--- config.mk ---
export PLATFORM = sky130hd
export DESIGN_NAME = cdt_bank
export DESIGN_NICKNAME = d
export VERILOG_FILES = /design/src/rtl/cdt_bank.sv
export SDC_FILE = /design/constraint.sdc
export NUM_CORES = 1
export LEC_CHECK = 0
export BUFFER_PORTS_ARGS = -buffer_cell sky130_fd_sc_hd__buf_2
export CORE_MARGIN = 8
export CORE_UTILIZATION = 45
export DETAILED_ROUTE_END_ITERATION = 8
export GPL_ROUTABILITY_DRIVEN = 0
export HOLD_SLACK_MARGIN = 0.08
export SYNTH_ARGS = -nofsm -noshare
export SYNTH_HDL_FRONTEND = slang
export SYNTH_SLANG_ARGS = --single-unit
--- constraint.sdc ---
create_clock -name clk -period 3.8 [get_ports clk]
set_input_delay 0.57 -clock clk [delete_from_list [all_inputs] [get_ports clk]]
set_output_delay 0.57 -clock clk [all_outputs]
set_load 0.005 [all_outputs]
--- src/rtl/cdt_bank.sv ---
module cdt_bank #(
  parameter int CW    = 24,
  parameter int DW    = 32,
  parameter int DIV_A = 4,
  parameter int DIV_B = 8
) (
  input  logic          clk,
  input  logic          rst_n,
  input  logic          bus_sel,
  input  logic          bus_wr,
  input  logic [6:0]    bus_addr,
  input  logic [DW-1:0] bus_wdata,
  output logic [DW-1:0] bus_rdata,
  output logic [3:0]    irq,
  output logic          cfg_err
);
  localparam int NT = 4;
  localparam logic [CW-1:0] CMAX = '1;
  localparam logic [2:0] RG_LOAD = 3'd0, RG_VAL = 3'd1, RG_CTL = 3'd2, RG_CLR = 3'd3;

  logic [DIV_B-1:0]          pre_q;
  logic [NT-1:0][CW-1:0]     load_q, cnt_q;
  logic [NT-1:0][3:0]        ctl_q;
  logic [NT-1:0]             armed_q, pend_q;

  wire [1:0] idx   = bus_addr[6:5];
  wire [2:0] rsel  = bus_addr[4:2];
  wire tick_a      = &pre_q[DIV_A-1:0];
  wire tick_b      = &pre_q;
  wire bad_rate    = bus_wdata[2] & bus_wdata[3];
  wire unused_bits = ^{bus_wdata[DW-1:CW], bus_addr[1:0]};

  always_ff @(posedge clk or negedge rst_n)
    if (!rst_n) pre_q <= '0;
    else        pre_q <= pre_q + 1'b1;

  always_ff @(posedge clk or negedge rst_n)
    if (!rst_n) cfg_err <= 1'b0;
    else        cfg_err <= bus_sel & bus_wr & (rsel == RG_CTL) & bad_rate;

  always_comb begin
    bus_rdata = '0;
    case (rsel)
      RG_LOAD: bus_rdata = DW'(load_q[idx]);
      RG_VAL:  bus_rdata = DW'(cnt_q[idx]);
      RG_CTL:  bus_rdata = DW'(ctl_q[idx]);
      default: bus_rdata = '0;
    endcase
  end

  assign irq = pend_q;

  for (genvar i = 0; i < NT; i++) begin : g_tmr
    wire hit     = bus_sel && (idx == i);
    wire wr_load = hit && bus_wr && (rsel == RG_LOAD);
    wire wr_val  = hit && bus_wr && (rsel == RG_VAL);
    wire wr_ctl  = hit && bus_wr && (rsel == RG_CTL) && !bad_rate;
    wire clr     = hit && (rsel == RG_CLR);
    wire step    = ctl_q[i][3] ? tick_b : (ctl_q[i][2] ? tick_a : 1'b1);
    wire [CW-1:0] nxt = (cnt_q[i] == '0) ? '0 : cnt_q[i] - 1'b1;

    always_ff @(posedge clk or negedge rst_n) begin
      if (!rst_n) begin
        load_q[i]  <= CMAX;
        cnt_q[i]   <= '0;
        ctl_q[i]   <= 4'h2;
        armed_q[i] <= 1'b0;
        pend_q[i]  <= 1'b0;
      end else if (wr_load) begin
        load_q[i]  <= bus_wdata[CW-1:0];
        cnt_q[i]   <= bus_wdata[CW-1:0];
        armed_q[i] <= 1'b1;
        pend_q[i]  <= 1'b0;
      end else if (wr_val) begin
        cnt_q[i]   <= bus_wdata[CW-1:0];
      end else if (wr_ctl) begin
        ctl_q[i]   <= bus_wdata[3:0];
        pend_q[i]  <= 1'b0;
        if (bus_wdata[0]) begin
          cnt_q[i]   <= load_q[i];
          armed_q[i] <= 1'b1;
        end
      end else if (clr) begin
        pend_q[i] <= 1'b0;
        if (ctl_q[i][1]) begin
          cnt_q[i]   <= load_q[i];
          armed_q[i] <= 1'b1;
        end
      end else if (armed_q[i] && step) begin
        cnt_q[i] <= nxt;
        if (nxt == '0) begin
          armed_q[i] <= 1'b0;
          if (ctl_q[i][0]) pend_q[i] <= 1'b1;
        end
      end
    end
  end
endmodule

After elaboration in Yosys (flattened, before gate mapping)
Index checks and enable logic that the tools add are counted.

Flip-flop bits (word level): 225. Bits of input ports: 43. Output and inout bits: 37. Logic and storage cells: 247.

Add/sub/neg operators: 5. Magnitude comparators: 1. Eq/ne operators: 26. Mux-type cells: 104. Bitwise gates (word level): 12. Reduce and logical (&&, ||, !) cells: 77.

Operator list (count): two-way mux 24 bit (34); logical NOT 24 bit (8); binary-select mux 24 bit (select 2 bit) (2); subtractor 24 x 1 -> 24 bit (second input constant) (4); one-hot mux 24 bit (3 select lines) (1); two-way mux 1 bit (65); nonzero test 4 bit (12); logical AND 1 bit (32); inequality test 4 bit (second input constant) (8); AND reduction 3 bit (8); inequality test 5 bit (second input constant) (4); AND reduction 4 bit (5); AND reduction 5 bit (4); nonzero test 5 bit (4); inequality test 3 bit (second input constant) (4); adder 8 x 1 -> 8 bit (second input constant) (1); binary-select mux 4 bit (select 2 bit) (1); inequality test 2 bit (second input constant) (4); NOT 1 bit (8); AND reduction 8 bit (1); == test 3 x 2 -> 1 bit (second input constant) (2); bitwise AND 1 bit (4); == test 2 bit (second input constant) (2); two-way mux 4 bit (1); 6 further kinds (6).

Longest topological paths before layout
Gate-level depths: netlist of the first run.

Depth after elaboration: 9. Depth in mapped cells: 11. Depth with buffers taken out: 9.

Worst setup path before layout of the first run
No wires, ideal clock.

Path kind: input to output. Start: input port bus_addr[5]. End: output port bus_rdata[3]. Arrival: 2317 ps. Data required time: 3230 ps. Path slack: 913 ps. Stages: 7. Path buffers: 2. Cell sequence: clkbuf_1 > buf_1 > mux4_2 > mux2i_1 > nor2_1 > a21oi_1 > nor2_1.

Longest elaborated chain between the ends: 3. Elaborated cells on any way between the ends: 7. Classes of those cells: mux (7).

RTL lines: from (decl) (RTL line 11) `input logic [6:0] bus_addr,`; binary-select mux 4 bit (select 2 bit), or another cell as far along (RTL line 46) `RG_CTL: bus_rdata = DW'(ctl_q[idx]);`; two-way mux 4 bit (not written as such), or another cell as far along (RTL line 46); one-hot mux 24 bit (3 select lines) (*) (RTL line 43) `case (rsel)`; to (decl) (RTL line 13) `output logic [DW-1:0] bus_rdata,`.

Every way passes the cells marked *; elsewhere a longest branch is shown, timed or not. The select of a mux whose other input is x is not followed.

Worst setup path after layout of the first run
Start: register cnt_q[48] (netlist bit). End: register pend_q[2], in the netlist irq[2].

Longest elaborated chain between the ends: 5. Elaborated cells on any way between the ends: 6. Classes of those cells: add/sub (1); mux (1); reduce/logical (4).

RTL lines: from (decl) (RTL line 22) `logic [NT-1:0][CW-1:0] load_q, cnt_q;`; from (signal, indexed assignment) (RTL line 71) `cnt_q[i] <= bus_wdata[CW-1:0];`; from (signal, indexed assignment) (RTL line 75) `cnt_q[i] <= bus_wdata[CW-1:0];`; from (signal, indexed assignment) (RTL line 80) `cnt_q[i] <= load_q[i];`; subtractor 24 x 1 -> 24 bit / logical NOT 24 bit (equally long branches) (RTL line 60) `wire [CW-1:0] nxt = (cnt_q[i] == '0) ? '0 : cnt_q[i] - 1'b1;`; two-way mux 24 bit (*) (RTL line 60); logical NOT 24 bit (*) (RTL line 91) `if (nxt == '0) begin`; nonzero test 4 bit (no source line) (*); AND reduction 4 bit (no source line) (*); to (signal, indexed assignment) (RTL line 68) `pend_q[i] <= 1'b0;`; to (signal, indexed assignment) (RTL line 73) `pend_q[i] <= 1'b0;`; to (signal, indexed assignment) (RTL line 93) `if (ctl_q[i][0]) pend_q[i] <= 1'b1;`; to (decl) (RTL line 24) `logic [NT-1:0] armed_q, pend_q;`.

Every way passes the cells marked *; elsewhere a longest branch is shown, timed or not. A chain may end at the register's enable or synchronous reset.

==> impl_metrics.csv, run 1 <==
group,metric,value,unit
outcome,outcome,"complete, no violations",
routing,antenna_left,0,
power,peakVddDrop,0.3495,mV
floorplanning,coreArea,32540,sq um
worst_setup_path,required,4.27,ns
worst_setup_path,path_buf_inv,2,
worst_hold_path,worstHoldPathType,"in2reg",
worst_hold_path,hold_path.startpoint,"bus_wr",
worst_setup_path,r2r-start,"cnt_q[48]$_DFFE_PN0P_",
routing,first_iter_violations,1279,
worst_setup_path,crit_path_max_incr_delay,0.49,ns
sta,fin_worst_skew,0.01268,ns
job,max-cap-violations,0,
grt,grt_pass1_wl,74.82,mm
clock_tree,cts-root-buf,"clkbuf_16",
clock_tree,cts.htree.levels,1,
place,place_ws,0.6146,ns
synth,synthesis.instances,1568,
worst_setup_path,cp-startpoint,"cnt_q[48]$_DFFE_PN0P_",
floorplanning,die_area,39170,sq um
synth,yosysTopAreaCellShare,0.2100,
clock_tree,cts_tree,"done",
final_layout,area_growth,11.59,%
sta,tightest_slew,1.186,ns
synth,synth_flop_cell,"dfrtp_1",
synth,synth_warnings,0,
sta,finalCriticalPeriod,3.273,ns
synth,seq_area_frac_synth,0.3865,
grt,grt_max_degree,82,
sta,finalHoldViolations,0,
synth,synth.avg_cell_area,9.497,sq um
worst_setup_path,path_cells,"inv_1, ha_1, nor4b_2, nand4b_1, or4_1, a21oi_1, o21ai_0, a2111oi_0, buf_4, a22o_1",
synth,synthTopCellsByArea,"dfrtp_1, dfstp_2, mux2_2, mux4_2, o21ai_0",
sta,period_share,0.8612,
worst_setup_path,r2r_slack,0.53,ns
worst_setup_path,crit_path_start_kind,"register",
worst_setup_path,reg2reg_to,"irq[2]$_DFFE_PN0P_",
worst_setup_path,cp-end-kind,"register",
grt,antenna_found_initial,0,
power,power_density,670.7,nW/um^2
clock_tree,cts.repair.resized,0,
routing,routed_wl,49.05,mm
worst_setup_path,critical_path.slowest_cell,"or4_1",
worst_setup_path,critPathArrivalTime,3.75,ns
place,place_area,15660,sq um
synth,synth_commonest_cells,"nand2_1, o21ai_0, dfrtp_1, nor2_1, mux2_2",
synth,synth.ff_latch_count,225,
floorplanning,num_rows,66,
final_layout,drive_above_1_share,0.2760,
routing,via_per_inst,6.311,
worst_setup_path,cp_max_fo,7,
worst_setup_path,r2r_cells,10,
grt,first_global_vias,12170,
worst_setup_path,crit_type,"reg2reg",
clock_tree,cts_sinks,225,
floorplanning,die_h,197.9,microns
synth,synth_area,14890,sq um
sta,setup_viol,0,
grt,grt.overflow.total,0,
clock_tree,numCtsBuffers,27,
sta,fmax,0.3056,GHz
sta,tns,0,ns
floorplanning,die_w,197.9,microns
place,dp_cells,1990,
clock_tree,cts_buffer_depth,3,
synth,synth-edff-count,0,
routing,drcViolationCount,0,
final_layout,design_area,16620,sq um
final_layout,final_cells,2040,
worst_hold_path,whs_endpoint,"cfg_err$_DFF_PN0_",
worst_setup_path,cp_top_family,"simple AND/OR/NAND/NOR gates",
worst_setup_path,crit_cells,10,
final_layout,layout.nets,1626,
clock_tree,clkTransAtPathRegs,0.06,ns
floorplanning,io-pin-count,80,
routing,vias,12880,
sta,slew_violations,0,
worst_hold_path,whs_path_depth,3,
final_layout,antennaDiodeCount,0,
grt,grt_usage,0.2476,
synth,synth-async-reset-ratio,1.000,
floorplanning,start_util,0.4577,
place,port_buffers,61,
sta,holdWs,0.3539,ns
sta,slew_headroom,0.2091,
final_layout,fillers,2969,
synth,synth_area_leader_cell,"dfrtp_1",
place,hpwl,36.23,mm
clock_tree,insertion_delay,0.54,ns
power,leakagePower,0.006505,uW
sta,worst_slack,0.5275,ns
routing,routedWlPerCell,24.05,microns
sta,rsz0062_at_grt,"false",
routing,drt-pass1-iter-count,6,
synth,synth_cell_types,76,
synth,yosysMostFrequentCell,"nand2_1",
[cells by family (layout without fill, tap and decap cells)]
kind of cell	count (synthesis)	count (layout)	synth area share
fa+ha+maj	5	5	0.004201
other cells	1	8	0.0002518
simple gates	526	526	0.1754
xor+xnor	76	76	0.04470
flops	225	225	0.3865
compound gates	379	379	0.1576
buf+inv	153	176	0.04159
mux	203	203	0.1897
[final cells by class]
class	count	area (sq um)	share of cell area
Sequential cell	225	5756	0.3463
Inverter	21	78.83	0.004743
Clock buffer	37	753.2	0.04532
Multi-Input combinational cell	1197	8582	0.5164
Tap cell	442	553.0	0.03328
Clock inverter	12	200.2	0.01205
Timing Repair Buffer	106	695.7	0.04186
[tightest hold or removal path, delay by kind of cell]
| kind | cells | cell delay (ns) |
|---|---|---|
| buf+inv | 1 | 0.13 |
| simple gates | 2 | 0.15 |
[worst max-delay path by stage]
| stage | to |
|---|---|
| floorplan | bus_rdata[3] |
| global placement | irq[2]$_DFFE_PN0P_ |
| detailed placement | irq[2]$_DFFE_PN0P_ |
| CTS | irq[2]$_DFFE_PN0P_ |
| global route | irq[2]$_DFFE_PN0P_ |
| finish | irq[2]$_DFFE_PN0P_ |
[metal layers]
metal,GRT usage,vias up,routed length (microns)
li1,-,5842,-
met1,0.3520,6403,21630
met2,0.3797,560,21710
met3,0.04584,70,4409
met4,0.07356,0,1296
met5,0,-,0
[cells in the final DEF (no fill, tap or decap), types with 6 or more instances in the layout]
| master | netlist | routed |
|---|---|---|
| clkbuf_16 | 0 | 27 |
| nand3_1 | 18 | 18 |
| o211ai_1 | 6 | 6 |
| mux2i_1 | 37 | 37 |
| a221o_1 | 8 | 8 |
| nor2_1 | 124 | 122 |
| nor4_1 | 32 | 31 |
| conb_1 | 1 | 8 |
| xnor2_1 | 52 | 52 |
| nor2b_1 | 6 | 6 |
| xor2_1 | 24 | 24 |
| inv_1 | 21 | 21 |
| o21ai_0 | 177 | 177 |
| or2_2 | 6 | 6 |
| dfstp_2 | 100 | 100 |
| and4b_1 | 6 | 6 |
| clkbuf_1 | 104 | 6 |
| or3_1 | 15 | 15 |
| nand4_1 | 22 | 22 |
| o21ai_1 | 17 | 17 |
| and2_1 | 7 | 7 |
| mux4_2 | 52 | 52 |
| nand2_1 | 179 | 179 |
| nor3b_1 | 6 | 6 |
| or4_1 | 14 | 14 |
| o311ai_0 | 33 | 33 |
| a211oi_1 | 17 | 17 |
| mux2_2 | 114 | 114 |
| nand2b_1 | 7 | 7 |
| dfrtp_1 | 125 | 125 |
| buf_4 | 8 | 42 |
| buf_2 | 6 | 59 |
| nor3_1 | 44 | 42 |
| nand4b_1 | 6 | 6 |
| o31ai_1 | 24 | 24 |
| a21oi_1 | 48 | 48 |
[flip-flops by register name (all words and copies together) (netlist names)]
| signal | flops |
|---|---|
| armed_q | 4 |
| load_q | 96 |
| cfg_err | 1 |
| pre_q | 8 |
| ctl_q | 16 |
| irq | 4 |
| cnt_q | 96 |
[timing repair]
action,CTS,global route
hold endpoints to repair,57,0
buffers inserted,0,0
hold buffers,1,0
[metrics by stage]
stage | power [uW] | util
after floorplan | 6875 | -
after global placement | 8144 | 0.4812
after detailed placement | 8264 | 0.4812
after CTS | 11110 | 0.5108
after global routing | 11820 | 0.5108
final | 11150 | 0.5108
[where the power goes]
group	leakage (uW)	internal, uW	switching (uW)
Sequential	0.00264	3100	1210
Combinational	0.00339	1830	2210
Clock	0.000467	1730	1070
Total	0.00650	6660	4490
Power figures use the tool's default switching activity.
==> inputs of run 2 (changes only) <==
Settings changed: REMOVE_ABC_BUFFERS set to 1.
==> impl_metrics.csv, run 2 (same netlist as run 1, synthesis figures left out) <==
group,metric,value,unit
outcome,outcome,"complete, no violations",
grt,grt_usage,0.2646,
routing,drt-pass1-iter-count,6,
place,port_buffers,61,
clock_tree,cts_setup_buffers,0,
floorplanning,die_h,197.9,microns
worst_setup_path,required,4.31,ns
grt,use_met3,0.04143,
clock_tree,insertion_delay,0.57,ns
worst_setup_path,crit_path_start_kind,"register",
clock_tree,numCtsBuffers,28,
sta,worst_slack,0.2563,ns
place,hpwl,37.49,mm
final_layout,drive_above_1_share,0.2839,
power,peakVddDrop,0.3895,mV
worst_setup_path,path_buf_inv,3,
clock_tree,cts-root-buf,"clkbuf_16",
worst_setup_path,critical_path.slowest_cell,"or4b_1",
final_layout,register_area,5756,sq um
final_layout,reg_top3,"cnt_q (96), load_q (96), ctl_q (16)",
grt,top_usage_layer,"met2",
final_layout,layout_common_cells,"nand2_1, o21ai_0, dfrtp_1",
clock_tree,cts.htree.levels,1,
grt,grt_max_degree,90,
clock_tree,clkTransAtPathRegs,0.06,ns
routing,first_iter_violations,1163,
grt,first_global_vias,12780,
grt,grt_pass1_wl,79.68,mm
worst_setup_path,cp_top_family,"compound AO/OA/AOI/OAI gates",
sta,holdWs,0.3458,ns
final_layout,layout.nets,1639,
final_layout,final_cells,2055,
floorplanning,die_area,39170,sq um
routing,routed_wl,51.86,mm
final_layout,utilization,0.5135,
sta,period_share,0.9326,
routing,routedWlPerCell,25.24,microns
routing,drcViolationCount,0,
job,max-cap-violations,0,
place,place_ws,0.3127,ns
final_layout,multi_input_area,8582,sq um
power,leakagePower,0.006565,uW
sta,slew_violations,0,
worst_setup_path,critPathArrivalTime,4.05,ns
sta,tns,0,ns
clock_tree,cts_tree,"done",
floorplanning,io-pin-count,80,
sta,slew_headroom,0.3235,
routing,antenna_left,0,
final_layout,fillers,3019,
grt,grt_use_met2,0.4128,
sta,fin_worst_skew,0.02005,ns
sta,rsz0062_at_grt,"false",
worst_setup_path,cp-end-kind,"register",
routing,via_per_inst,6.395,
grt,antenna_found_initial,0,
worst_setup_path,crit_path_max_incr_delay,0.58,ns
clock_tree,cts_sinks,225,
worst_setup_path,crit_type,"reg2reg",
sta,fmax,0.2822,GHz
clock_tree,cts.repair.resized,0,
clock_tree,hold_buffers,1,
floorplanning,start_util,0.4577,
place,dp_cells,2002,
worst_setup_path,cp_max_fo,7,
grt,grt.overflow.total,0,
sta,setup_viol,0,
sta,finalHoldViolations,0,
power,power_density,673.0,nW/um^2
sta,finalCriticalPeriod,3.544,ns
final_layout,layout_commonest_cell,"nand2_1",
clock_tree,cts_buffer_depth,3,
worst_setup_path,path_cells,"inv_1, ha_1, or4b_1, nor3_1, xor2_1, a2111oi_0, buf_4, nand4_1, a2111oi_0, buf_4, a22o_1",
worst_hold_path,worstHoldPathType,"in2reg",
routing,vias,13140,
final_layout,area_growth,12.18,%
floorplanning,coreArea,32540,sq um
grt,met1_usage,0.3649,
final_layout,antennaDiodeCount,0,
floorplanning,die_w,197.9,microns
floorplanning,num_rows,66,
sta,tightest_slew,1.015,ns
==> run 2: area by class of cell <==
| type | count | area share |
|---|---|---|
| clock inverter | 11 | 0.005318 |
| inverter | 21 | 0.004718 |
| clock buffer | 41 | 0.05160 |
| sequential | 225 | 0.3445 |
| multi-input combinational | 1197 | 0.5137 |
| tap | 442 | 0.03310 |
| timing repair buffer | 118 | 0.04703 |
==> run 2: worst paths after layout <==
path | from | to | slack (ns) | depth (start not counted)
worst max-delay path | cnt_q[49]$_DFFE_PN0P_ | irq[2]$_DFFE_PN0P_ | 0.26 | 11
worst min-delay path | bus_wdata[8] | load_q[56]$_DFFE_PN1P_ | 0.35 | 3
worst max register to register | cnt_q[49]$_DFFE_PN0P_ | irq[2]$_DFFE_PN0P_ | 0.26 | 11
worst min register to register | pre_q[0]$_DFF_PN0_ | pre_q[0]$_DFF_PN0_ | 0.44 | 1
max in group asynchronous | rst_n | ctl_q[1]$_DFFE_PN1P_ | 2.21 | 3
min in group asynchronous | rst_n | cnt_q[70]$_DFFE_PN0P_ | 0.63 | 2
==> run 2: worst register-to-register path: stages (launching register included) <==
cell	delay, ns
dfrtp_1	0.43
inv_1	0.08
ha_1	0.39
or4b_1	0.59
nor3_1	0.27
xor2_1	0.12
a2111oi_0	0.38
buf_4	0.20
nand4_1	0.10
a2111oi_0	0.57
buf_4	0.25
a22o_1	0.12
==> run 2: metrics by stage <==
step	power, uW	cell area [sq um]
after floorplan	6739	14380
after detailed placement	8396	15750
after CTS	11190	16710
after global placement	8282	15750
after global routing	11900	16710
final	11240	16710
==> run 2: per-layer routing <==
metal,part of all wire,up-vias
met5,0,-
met4,0.040,0
met3,0.091,127
met2,0.45,635
met1,0.42,6520
li1,-,5859
==> run 2: power breakdown <==
group	leakage [uW]	total, uW	internal (uW)	switching [uW]
clock network	0.000471	2760	1630	1130
logic	0.00345	4220	1860	2360
registers	0.00264	4260	3100	1150
==> inputs of run 3 (changes only) <==
Settings changed: CORE_UTILIZATION 45 to 40.
==> impl_metrics.csv, run 3 (same netlist as run 1, synthesis figures left out) <==
group,metric,value,unit
clock_tree,cts.htree.levels,1,
floorplanning,coreArea,36610,sq um
worst_setup_path,critPathArrivalTime,3.91,ns
worst_setup_path,required,4.28,ns
final_layout,layout_commonest_cell,"nand2_1",
routing,first_iter_violations,1451,
worst_hold_path,worstHoldPathType,"in2reg",
routing,routed_wl,52.63,mm
sta,finalHoldViolations,0,
clock_tree,cts-root-buf,"clkbuf_16",
power,leakagePower,0.006536,uW
final_layout,layout.nets,1632,
sta,fin_worst_skew,0.02021,ns
clock_tree,clkTransAtPathRegs,0.06,ns
sta,period_share,0.9013,
power,pwr-share-clk,0.243,
power,switching_share,0.4090,
routing,routedWlPerCell,25.40,microns
worst_setup_path,crit_type,"reg2reg",
final_layout,area_growth,12.01,%
sta,slew_headroom,0.2309,
grt,grt_usage,0.2358,
job,max-cap-violations,0,
sta,holdWs,0.3712,ns
power,pwr-share-seq,0.382,
worst_setup_path,cp-end-kind,"register",
clock_tree,insertion_delay,0.55,ns
grt,grt_max_degree,86,
final_layout,drive_above_1_share,0.2805,
routing,via_per_inst,6.390,
power,power.total,11170,uW
outcome,outcome,"complete, no violations",
floorplanning,die_h,209.0,microns
final_layout,reg_top3,"cnt_q (96), load_q (96), ctl_q (16)",
clock_tree,numCtsBuffers,26,
clock_tree,cts_tree,"done",
clock_tree,cts_setup_buffers,0,
sta,tightest_slew,1.151,ns
routing,vias,13240,
routing,antenna_left,0,
place,port_buffers,61,
grt,grt.overflow.total,0,
worst_setup_path,cp_max_fo,7,
sta,finalCriticalPeriod,3.425,ns
power,peakVddDrop,0.4186,mV
grt,first_global_vias,12730,
sta,slew_violations,0,
floorplanning,start_util,0.4068,
routing,drcViolationCount,0,
floorplanning,die_area,43660,sq um
power,p_switching,4570,uW
floorplanning,num_rows,70,
clock_tree,cts_buffer_depth,3,
sta,setup_viol,0,
sta,fmax,0.2920,GHz
grt,grt_pass1_wl,80.51,mm
floorplanning,io-pin-count,80,
final_layout,antennaDiodeCount,0,
floorplanning,die_w,209.0,microns
power,internal-power,6604,uW
final_layout,layout_common_cells,"nand2_1, o21ai_0, dfrtp_1",
routing,drt-pass1-iter-count,6,
sta,tns,0,ns
power,comb_power_share,0.375,
grt,antenna_found_initial,1,
sta,rsz0062_at_grt,"false",
place,hpwl,37.73,mm
clock_tree,cts_sinks,225,
worst_setup_path,crit_path_start_kind,"register",
power,power_density,669.8,nW/um^2
-- run 3: cell types whose count changed in the layout (fill, tap and decap cells not counted) --
| cell | before | now |
|---|---|---|
| clkbuf_16 | 30 | 27 |
| clkinv_4 | 1 | 0 |
| clkinv_2 | 7 | 6 |
| bufinv_16 | 1 | 3 |
| buf_4 | 54 | 49 |
| clkbuf_8 | 7 | 9 |
| clkbuf_1 | 4 | 3 |
| clkinvlp_4 | 2 | 0 |
-- run 3: what timing repair did --
action                     in CTS  in global routing
hold endpoints to repair       34                  0
resized for setup               0                  0
setup endpoints to repair       0                  0
hold buffers                    1                  0
-- run 3: final timing paths --
path / slack (ns) / endpoint / cells after the start / startpoint
setup / recovery: 0.38 / irq[2]$_DFFE_PN0P_ / 11 / cnt_q[49]$_DFFE_PN0P_
hold / removal: 0.37 / load_q[29]$_DFFE_PN1P_ / 2 / bus_wdata[5]
setup reg to reg: 0.38 / irq[2]$_DFFE_PN0P_ / 11 / cnt_q[49]$_DFFE_PN0P_
hold reg to reg: 0.45 / pre_q[0]$_DFF_PN0_ / 1 / pre_q[0]$_DFF_PN0_
max in group asynchronous: 2.16 / load_q[7]$_DFFE_PN1P_ / 3 / rst_n
min in group asynchronous: 0.66 / cnt_q[71]$_DFFE_PN0P_ / 2 / rst_n
-- run 3: power by group through the flow --
stage | Sequential (uW) | Clock (uW) | Combinational [uW]
detailed placement | 4240 | 0 | 4120
CTS | 4210 | 2770 | 4140
floorplan | 3770 | 0 | 2970
global route | 4340 | 2850 | 4630
global placement | 4210 | 0 | 4020
finish | 4260 | 2710 | 4200
-- run 3: worst max-delay path, stage by stage, from the launching register on --
cell and delay, ns:
dfrtp_1 0.42, inv_1 0.07, ha_1 0.37, or4b_1 0.55
nor3_1 0.24, xor2_1 0.11, a2111oi_0 0.40, buf_4 0.19
nand4_1 0.12, a2111oi_0 0.51, buf_4 0.23, a22o_1 0.12
-- run 3: through the flow --
stage            util  instance area, sq um  cells  setup WS [ns]
4_1_cts        0.4556                 16680   2072         0.4123
3_3_place_gp   0.4299                 15740   2023         0.4682
5_1_grt        0.4556                 16680   2072         0.1369
6_report       0.4556                 16680   2072         0.3752
3_5_place_dp   0.4299                 15740   2023         0.4546
2_1_floorplan       -                 14380   1443        -0.7598
-- run 3: layout make-up --
type	instances	area, sq um
Fill cell	3493	19930
Multi-Input combinational cell	1197	8582
Sequential cell	225	5756
Clock buffer	39	810.8
Timing Repair Buffer	113	748.2
Tap cell	468	585.6
Clock inverter	9	120.1
Inverter	21	78.83
-- run 3: per-layer routing --
layer  wire (microns)  up-vias  share of wire  GRT usage
met5               13        -        0.00025          0
met4             1594        2          0.030    0.06780
met3             4908      105          0.093    0.03936
met2            24100      690           0.46     0.3752
met1            22010     6597           0.42     0.3271
li1                 -     5847              -          -
